## config.mk

```make
export PLATFORM = sky130hd
export DESIGN_NAME = panel_cfg_spi
export DESIGN_NICKNAME = d
export VERILOG_FILES = /design/src/rtl/panel_cfg_pkg.sv /design/src/rtl/panel_cfg_shifter.sv /design/src/rtl/panel_cfg_ctrl.sv /design/src/rtl/panel_cfg_spi.sv
export SDC_FILE = /design/constraint.sdc
export NUM_CORES = 1
export LEC_CHECK = 0
export CORE_MARGIN = 5
export CORE_UTILIZATION = 59
export CTS_CLUSTER_DIAMETER = 150
export DETAILED_ROUTE_END_ITERATION = 12
export GPL_TIMING_DRIVEN = 1
export PLACE_DENSITY = 0.84
export SYNTH_ARGS = -nofsm -noshare
export SYNTH_HDL_FRONTEND = slang
export SYNTH_SLANG_ARGS = --single-unit
```

## constraint.sdc

```tcl
create_clock -name clk -period 4.2 [get_ports clk]
set_input_delay 1.05 -clock clk [delete_from_list [all_inputs] [get_ports clk]]
set_output_delay 1.05 -clock clk [all_outputs]
set_load 0.03 [all_outputs]
```

## src/rtl/panel_cfg_pkg.sv

```systemverilog
package panel_cfg_pkg;
  localparam int FRAME_BITS = 24;

  typedef enum logic [1:0] {
    CMD_POWER_UP = 2'd0,
    CMD_SHUTDOWN = 2'd1,
    CMD_RESUME   = 2'd2,
    CMD_SUSPEND  = 2'd3
  } cfg_cmd_e;

  // strobe bundle from sequencer to frame shifter
  typedef struct packed {
    logic                  launch;
    logic [FRAME_BITS-1:0] frame;
  } frame_req_t;

  localparam logic [7:0]  IDX_PREFIX = 8'h74;
  localparam logic [7:0]  DAT_PREFIX = 8'h76;
  localparam logic [7:0]  REG_SHUT   = 8'h11;
  localparam logic [7:0]  REG_DRV    = 8'h01;
  localparam logic [15:0] VAL_OFF    = 16'h0001;
  localparam logic [15:0] VAL_ON     = 16'h0000;
endpackage

```

## src/rtl/panel_cfg_shifter.sv

```systemverilog
module panel_cfg_shifter
  import panel_cfg_pkg::*;
#(
  parameter int HALF_DIV = 2
) (
  input  logic       clk,
  input  logic       rstN,
  input  frame_req_t req,
  output logic       frameDone,
  output logic       sclk,
  output logic       mosi,
  output logic       csN
);
  localparam int DIV_W = $clog2(HALF_DIV + 1);
  localparam int GAP_CYC = 2 * HALF_DIV;
  localparam int GAP_W = $clog2(GAP_CYC + 1);
  localparam int BIT_W = $clog2(FRAME_BITS);

  typedef enum logic [1:0] {SH_IDLE, SH_SHIFT, SH_GAP} sh_state_e;

  sh_state_e             state;
  logic [FRAME_BITS-1:0] shReg;
  logic [DIV_W-1:0]      divCnt;
  logic [GAP_W-1:0]      gapCnt;
  logic [BIT_W-1:0]      bitCnt;
  logic                  tick;

  assign tick = (divCnt == DIV_W'(HALF_DIV - 1));
  assign mosi = (state == SH_SHIFT) ? shReg[FRAME_BITS-1] : 1'b0;

  always_ff @(posedge clk) begin
    if (!rstN) begin
      state     <= SH_IDLE;
      shReg     <= '0;
      divCnt    <= '0;
      gapCnt    <= '0;
      bitCnt    <= '0;
      sclk      <= 1'b0;
      csN       <= 1'b1;
      frameDone <= 1'b0;
    end else begin
      frameDone <= 1'b0;
      case (state)
        SH_IDLE: begin
          if (req.launch) begin
            shReg  <= req.frame;
            csN    <= 1'b0;
            sclk   <= 1'b0;
            divCnt <= '0;
            bitCnt <= '0;
            state  <= SH_SHIFT;
          end
        end
        SH_SHIFT: begin
          if (tick) begin
            divCnt <= '0;
            sclk   <= ~sclk;
            if (sclk) begin
              // falling edge: next bit or end of frame
              if (bitCnt == BIT_W'(FRAME_BITS - 1)) begin
                csN    <= 1'b1;
                gapCnt <= '0;
                state  <= SH_GAP;
              end else begin
                shReg  <= {shReg[FRAME_BITS-2:0], 1'b0};
                bitCnt <= bitCnt + 1'b1;
              end
            end
          end else begin
            divCnt <= divCnt + 1'b1;
          end
        end
        SH_GAP: begin
          if (gapCnt == GAP_W'(GAP_CYC - 1)) begin
            frameDone <= 1'b1;
            state     <= SH_IDLE;
          end else begin
            gapCnt <= gapCnt + 1'b1;
          end
        end
        default: state <= SH_IDLE;
      endcase
    end
  end

  // serial clock parks low outside a frame
  a_r2_sclk_parked: assert property (@(posedge clk) disable iff (!rstN)
    csN |-> !sclk);
  // data is settled before each rising sclk edge
  a_r2_mosi_settled: assert property (@(posedge clk) disable iff (!rstN)
    $rose(sclk) |-> $stable(mosi));
  // frame completion follows a raised chip select
  a_r9_done_after_cs: assert property (@(posedge clk) disable iff (!rstN)
    frameDone |-> csN && $past(csN));
endmodule

```

## src/rtl/panel_cfg_ctrl.sv

```systemverilog
module panel_cfg_ctrl
  import panel_cfg_pkg::*;
#(
  parameter logic [15:0] MODE_MASK = 16'h6A00,
  parameter logic [15:0] DRV_BASE  = 16'h2AEF
) (
  input  logic       clk,
  input  logic       rstN,
  input  logic [1:0] cmd,
  input  logic       cmdValid,
  input  logic [15:0] mode,
  input  logic       frameDone,
  output frame_req_t req,
  output logic       busy,
  output logic       done
);
  typedef enum logic [1:0] {C_IDLE, C_ISSUE, C_WAIT} ctl_state_e;

  ctl_state_e  state;
  cfg_cmd_e    cmdReg;
  logic [15:0] modeReg;
  logic [1:0]  step;
  logic [1:0]  lastStep;
  logic [15:0] drvVal;
  logic [7:0]  regSel;
  logic [15:0] valSel;
  logic        isOff;

  assign isOff    = (cmdReg == CMD_SHUTDOWN) || (cmdReg == CMD_SUSPEND);
  assign lastStep = isOff ? 2'd1 : 2'd3;
  assign drvVal   = (DRV_BASE & ~MODE_MASK) | (modeReg & MODE_MASK);

  always_comb begin
    regSel = REG_SHUT;
    valSel = VAL_OFF;
    if (!isOff) begin
      // power-up: shut-ctl first; resume: output-ctl first
      if ((cmdReg == CMD_RESUME) ^ step[1]) begin
        regSel = REG_DRV;
        valSel = drvVal;
      end else begin
        regSel = REG_SHUT;
        valSel = VAL_ON;
      end
    end
  end

  assign req.launch = (state == C_ISSUE);
  assign req.frame  = step[0] ? {DAT_PREFIX, valSel} : {IDX_PREFIX, 8'h00, regSel};
  assign busy       = (state != C_IDLE);

  always_ff @(posedge clk) begin
    if (!rstN) begin
      state   <= C_IDLE;
      cmdReg  <= CMD_POWER_UP;
      modeReg <= '0;
      step    <= '0;
      done    <= 1'b0;
    end else begin
      done <= 1'b0;
      case (state)
        C_IDLE: begin
          if (cmdValid) begin
            cmdReg  <= cfg_cmd_e'(cmd);
            modeReg <= mode;
            step    <= '0;
            state   <= C_ISSUE;
          end
        end
        C_ISSUE: state <= C_WAIT;
        C_WAIT: begin
          if (frameDone) begin
            if (step == lastStep) begin
              done  <= 1'b1;
              state <= C_IDLE;
            end else begin
              step  <= step + 1'b1;
              state <= C_ISSUE;
            end
          end
        end
        default: state <= C_IDLE;
      endcase
    end
  end

  // completion strobe lasts one cycle
  a_r10_done_single: assert property (@(posedge clk) disable iff (!rstN)
    done |=> !done);
  // completion coincides with the end of busy
  a_r10_done_ends_busy: assert property (@(posedge clk) disable iff (!rstN)
    done |-> !busy && $past(busy));
  // captured mode is held for the whole sequence
  a_r8_mode_held: assert property (@(posedge clk) disable iff (!rstN)
    (busy && $past(busy)) |-> $stable(modeReg));
  // a running command cannot be replaced
  a_r11_cmd_held: assert property (@(posedge clk) disable iff (!rstN)
    (busy && $past(busy)) |-> $stable(cmdReg));
endmodule

```

## src/rtl/panel_cfg_spi.sv

```systemverilog
module panel_cfg_spi
  import panel_cfg_pkg::*;
#(
  parameter int          HALF_DIV  = 2,
  parameter logic [15:0] MODE_MASK = 16'h6A00,
  parameter logic [15:0] DRV_BASE  = 16'h2AEF
) (
  input  logic        clk,
  input  logic        rstN,
  input  logic [1:0]  cmd,
  input  logic        cmdValid,
  input  logic [15:0] mode,
  output logic        busy,
  output logic        done,
  output logic        sclk,
  output logic        mosi,
  output logic        csN
);
  frame_req_t req;
  logic       frameDone;

  panel_cfg_ctrl #(
    .MODE_MASK(MODE_MASK),
    .DRV_BASE (DRV_BASE)
  ) u_ctrl (
    .clk      (clk),
    .rstN     (rstN),
    .cmd      (cmd),
    .cmdValid (cmdValid),
    .mode     (mode),
    .frameDone(frameDone),
    .req      (req),
    .busy     (busy),
    .done     (done)
  );

  panel_cfg_shifter #(
    .HALF_DIV(HALF_DIV)
  ) u_shift (
    .clk      (clk),
    .rstN     (rstN),
    .req      (req),
    .frameDone(frameDone),
    .sclk     (sclk),
    .mosi     (mosi),
    .csN      (csN)
  );
endmodule

```

Yosys cells after proc, flatten, opt, wreduce, memory -nomap -nowiden
Index checks and enable logic that the tools add are counted.

Register bits after elaboration: 61. Word-level logic and storage cells: 106.

Bitwise logic cells: 2. Multiplexer cells: 48. Add/subtract/negate cells: 4. Reductions and logical operators: 18. Equal/unequal tests: 21.

Operators with widths (count): $mux 24 (4); $pmux 24 s2 (1); $mux 15 (2); $mux 5 (6); $mux 2 (13); $reduce_and 5->1 (4); $mux 18 (1); $mux 3 (4); $ne 2x2->1 const B (6); $pmux 2 s3 (2); $pmux 5 s2 (1); $mux 1 (9); $eq 2x1->1 const B (4); $eq 2x2->1 const B (4); $ne 2x1->1 const B (4); $pmux 2 s2 (2); $reduce_and 2->1 (4); $reduce_bool 2->1 (4); $pmux 3 s2 (1); $reduce_and 3->1 (2); $add 5x1->5 const B (1); $eq 5x5->1 const B (1); $add 2x1->2 const B (2); $logic_not 2->1 (2); 8 further kinds (9).

Depth between registers and ports, before layout
Word-level depth: 7. Mapped depth: 7. Mapped depth without buffers: 6.

Hierarchy
Synthesis repeated with hierarchy kept, for this count alone.

Cells, all modules: 268. Area, all modules: 2561.2 um^2.

Modules (own cells, without submodules): panel_cfg_shifter (cells an instance 192, seq. area each 780.7 um^2, area each 1869.3 um^2, times used 1); panel_cfg_ctrl (cells an instance 76, seq. area each 220.2 um^2, area each 691.9 um^2, times used 1).

Worst setup path after synthesis
No wires, ideal clock.

Path kind: register to output. From: reg u_shift.state[0]. To: out mosi. Path buffers: 2. Cell stages (with the launch flop): 5. Data required time: 3.150 ns. Slack: 1.852 ns. Arrival: 1.298 ns. Path through: dfxtp_1 > nor2b_1 > buf_2 > buf_2 > and2_1.

Longest elaborated chain between the ends: 2.

RTL lines: start: declaration (line panel_cfg_shifter.sv:21) `sh_state_e state;`; start signal: assignment (line panel_cfg_shifter.sv:33) `state <= SH_IDLE;`; start signal: assignment (line panel_cfg_shifter.sv:51) `state <= SH_SHIFT;`; start signal: assignment (line panel_cfg_shifter.sv:63) `state <= SH_GAP;`; $eq 2x1->1 (line panel_cfg_shifter.sv:29) `assign mosi = (state == SH_SHIFT) ? shReg[FRAME_BITS-1] : 1'b0;`; $mux 1 (line panel_cfg_shifter.sv:29); end: declaration (line panel_cfg_spi.sv:16) `output logic mosi,`.

Every way passes these cells.

Final worst setup path
Ends and elaborated chain as after synthesis.

==> results.md <==
Synth:
- The library cell occupying the most area in the post-synthesis netlist is sky130_fd_sc_hd__dfxtp_1.
- Ranked by total cell area, the synthesized netlist is headed by sky130_fd_sc_hd__dfxtp_1, sky130_fd_sc_hd__a21oi_1, sky130_fd_sc_hd__a211oi_1.
- Synthesis instantiated 48 different standard cells from the library.
- The net count after synthesis is 259.
- The area of the mapped netlist is 2152 um2.
- Synthesis inferred 50 register bits.
- The share of the synthesized area in the top cell type is 46.51%.
- The share of flip-flops with an asynchronous set or reset after synthesis is 0%.
- The Yosys step of the flow raised 0 warnings.
- Averaged over all synthesized cells, the footprint is 9.158 um2.
- The top flip-flop cell by instance count after synthesis is sky130_fd_sc_hd__dfxtp_1.
- The number of flops mapped to enable cells by yosys is 0.
- After technology mapping, the gate count stands at 235.
- The register area share after synthesis is 46.51%.

Critical path:
- The flop-to-flop setup slack is 2.00 ns.
- The slowest stage of the critical path is the sky130_fd_sc_hd__clkdlybuf4s50_1 cell.
- The signal arrival time at the worst endpoint is 2.02 ns.
- The maximum fanout along the worst path is 20.
- The type of destination of the critical path is an output pin.
- The critical path in this run is classified as reg -> out.
- The kind of start point of the critical path is a flop.
- The most critical setup path has its startpoint at u_shift.state[0].
- The most critical setup path has its endpoint at mosi.
- The capture point of the worst reg-to-reg path is u_shift.shReg[22].
- Walking the worst path, the cells encountered are nor2b_1 -> buf_4 -> and2_1 -> clkdlybuf4s50_1.
- The depth of the worst register-to-register path is 5.
- The largest single stage delay on the critical path is 0.66 ns.
- The origin of the critical flop-to-flop path is u_shift.bitCnt[0].
- The data required time of the worst path is 3.15 ns.

Drt:
- The total DRC errors in the routed layout is 0.
- After the first detailed-routing iteration, the DRC count stood at 135.
- The detailed router placed 1758 vias in this run.
- Dividing the detail-routed wire length by the instance count gives 14.78 um.
- The count of nets left with antenna violations after detail routing is 0.
- Before antenna repair, the detailed router went through 4 iterations.
- Dividing the detail-routed via count by the number of cells gives 6.000.
- The final routed wirelength across all metal layers is 4.331 mm.

STA:
- Setup repair after global routing left no endpoint under its margin.
- The final max-slew violation count is 0.
- For the finished layout, the period the worst path requires is 3.069 ns.
- The clock arrives with 0.007371 ns of skew.
- Dividing the final minimum period by the clock period gives 73.06%.
- The number of hold-slack violations in the final timing report was 0.
- Setup violations remaining at the end of the flow were counted as 0.
- Setup total negative slack on the finished layout was measured at 0 ns.
- The highest achievable clock rate is 325.9 MHz.
- At the pin with the least slew margin, the transition time is 0.9372 ns.
- Measured against its own limit, the worst slew margin works out to 37.45%.

Hold path:
- The worst hold path belongs to the class reg -> reg.

Power and ir drop:
- The maximum vdd ir drop is 0.3761 mV.
- Summing internal, switching and leakage power gives 1.065 mW.
- The static leakage is 0.8963 nW.
- For this design the ratio of total power to cell area is 436.3 nW/um2.

CTS:
- In this run the number of H-tree levels came out at 2.
- The count of hold-fix buffers inserted at cts is 0.
- The maximum count of clock buffers along a single path is 2.
- The clock root buffer is sky130_fd_sc_hd__clkbuf_8.
- The CTS tree is yes.
- The number of buffers inserted by post-CTS setup repair is 0.
- In this run, CTS created clock tree buffers numbering 5.
- The clock slew seen by the registers of the worst setup and hold paths is 0.09 ns.
- The clock sink count is 50.
- The clock latency at the later pin of the worst-skew pair is 0.30 ns.
- The number of gates given a new drive strength after cts is 0.

Global routing:
- The pin count of the biggest net entering global routing is 25.
- The initial antenna violation count came to 0.
- The leftover overflow at the end of global routing is 0.
- The first global-routing pass estimated 7.576 mm of wire.
- The number of global-route vias before repair is 1681.
- The combined global-route utilization of all metal layers is 18.83%.

Final layout:
- From synthesis to final layout, the design area changed by 13.43%.
- After filler insertion, the fill cell instance count of the layout stands at 287.
- The utilization of the core after routing is 67.70%.
- The number of antenna diodes in the final layout is 0.
- The fraction of final layout cells with drive strength greater than 1 is 9.388%.
- In the final design database the tool counted 268 nets.

Place:
- The congestion estimate from routability-driven global placement came to 0.7816.
- Port buffering added 13 buffers.
- The detailed-placement wirelength estimate is 2.873 mm.

Floorplan:
- The die covers 4955 um2.
- The horizontal extent of the die is 70.40 um.
- During I/O placement, the number of pins put on the boundary was 26.
- The height of the die is 70.40 um.
- The region available for standard cell placement spans 3606 um2.
- The initial core utilization is 59.68%.
- The standard-cell row count is 22.

Status:
- The flow ran to the end, and the final reports show no timing, DRC or antenna violations.

Run:
- Across the run, the number of max-cap violations was 0.
-- worst min path at each step --
stage	slack, ns	cells after the start	start	to
floorplan	0.43	2	u_shift.gapCnt[2]	u_shift.gapCnt[2]
global placement	0.44	2	u_shift.gapCnt[2]	u_shift.gapCnt[2]
detailed placement	0.44	2	u_shift.gapCnt[2]	u_shift.gapCnt[2]
CTS	0.45	2	u_shift.gapCnt[2]	u_shift.gapCnt[2]
global route	0.48	2	u_shift.gapCnt[2]	u_shift.gapCnt[2]
finish	0.45	2	u_shift.gapCnt[2]	u_shift.gapCnt[2]
-- Yosys cell counts, drive strengths merged (2+ instances only) --
| master | count |
|---|---|
| a211o | 2 |
| a211oi | 12 |
| a21oi | 25 |
| a22oi | 4 |
| a31oi | 2 |
| and2 | 2 |
| and3 | 3 |
| and3b | 2 |
| and4b | 2 |
| buf | 10 |
| clkbuf | 6 |
| dfxtp | 50 |
| ha | 3 |
| inv | 4 |
| mux2i | 8 |
| nand2 | 19 |
| nand2b | 5 |
| nand3 | 6 |
| nand3b | 2 |
| nand4 | 6 |
| nor2 | 19 |
| nor3b | 3 |
| o21a | 2 |
| o21ai | 14 |
| o221a | 4 |
| o22ai | 2 |
| o31ai | 2 |
| or3 | 2 |
-- critical path, delay by kind of cell, from the launching register on --
family / cells / cell delay (ns)
buf+inv: 2 / 0.93
flops: 1 / 0.44
simple gates: 2 / 0.34
-- power breakdown --
part	total (mW)	leakage, nW	internal, mW	switching [mW]
sequential	0.523	0.408	0.504	0.0188
combinational	0.131	0.417	0.0548	0.0759
clock	0.412	0.0714	0.254	0.158
total	1.07	0.896	0.813	0.252
-- layer usage --
metal / up-vias / wire length (um) / global-route usage [%]
met3: 12 / 193 / 5.468
li1: 879 / - / -
met1: 829 / 1996 / 24.04
met2: 38 / 2037 / 29.11
met4: 0 / 104 / 8.723
met5: - / 0 / 0
-- cells by family after synthesis --
kind of cell | Yosys count | share of synthesized area [%]
DFF | 50 | 46.51
adders and majority gates | 3 | 1.744
xor gates and xnor gates | 2 | 0.8141
muxes | 8 | 3.721
buffers and inverters | 20 | 4.477
AOI/OAI and AO/OA | 72 | 21.74
and+or+nand+nor | 80 | 20.99
-- sequential cells by signal (all words and copies together) (netlist names) --
signal,cells
u_shift.gapCnt,3
u_ctrl.state,2
u_ctrl.modeReg,4
u_ctrl.step,2
u_shift.frameDone,1
u_shift.state,2
u_ctrl.done,1
u_shift.bitCnt,5
u_shift.divCnt,2
u_shift.sclk,1
u_shift.csN,1
u_shift.shReg,24
u_ctrl.cmdReg,2
-- layout make-up --
cell class	count	area (um2)	share of cell area [%]
Tap cell	48	60.06	2.460
Clock buffer	6	82.58	3.383
Multi-Input combinational cell	165	1055	43.21
Inverter	4	15.01	0.6151
Timing Repair Buffer	18	167.7	6.868
Clock inverter	2	60.06	2.460
Sequential cell	50	1001	41.00
-- per-stage QoR --
| stage | instances | hold slack [ns] | worst slack [ns] | cell area, um2 |
|---|---|---|---|---|
| floorplan | 235 | 0.4296 | 1.852 | 2152 |
| global placement | 285 | 0.4364 | 1.146 | 2298 |
| detailed placement | 285 | 0.4421 | 1.101 | 2298 |
| CTS | 293 | 0.4543 | 1.131 | 2441 |
| global route | 293 | 0.4796 | 1.048 | 2441 |
| finish | 293 | 0.4511 | 1.131 | 2441 |
-- cells in the final DEF, fill, tap and decap left out, types with 3 or more instances in the layout --
cell type,synthesis,layout
sky130_fd_sc_hd__dfxtp_1,50,50
sky130_fd_sc_hd__o221a_2,4,4
sky130_fd_sc_hd__mux2i_1,8,8
sky130_fd_sc_hd__nand2b_1,5,5
sky130_fd_sc_hd__and3_1,3,3
sky130_fd_sc_hd__a22oi_1,4,4
sky130_fd_sc_hd__a211oi_1,12,12
sky130_fd_sc_hd__buf_4,1,5
sky130_fd_sc_hd__ha_1,3,3
sky130_fd_sc_hd__a21oi_1,25,25
sky130_fd_sc_hd__clkbuf_8,0,6
sky130_fd_sc_hd__nor2_1,18,18
sky130_fd_sc_hd__o21ai_0,13,13
sky130_fd_sc_hd__inv_1,4,4
sky130_fd_sc_hd__nand2_1,19,19
sky130_fd_sc_hd__clkdlybuf4s50_1,0,13
sky130_fd_sc_hd__nand4_1,6,6
sky130_fd_sc_hd__nand3_1,6,6
Note: power is estimated with default switching activity, not from simulation.
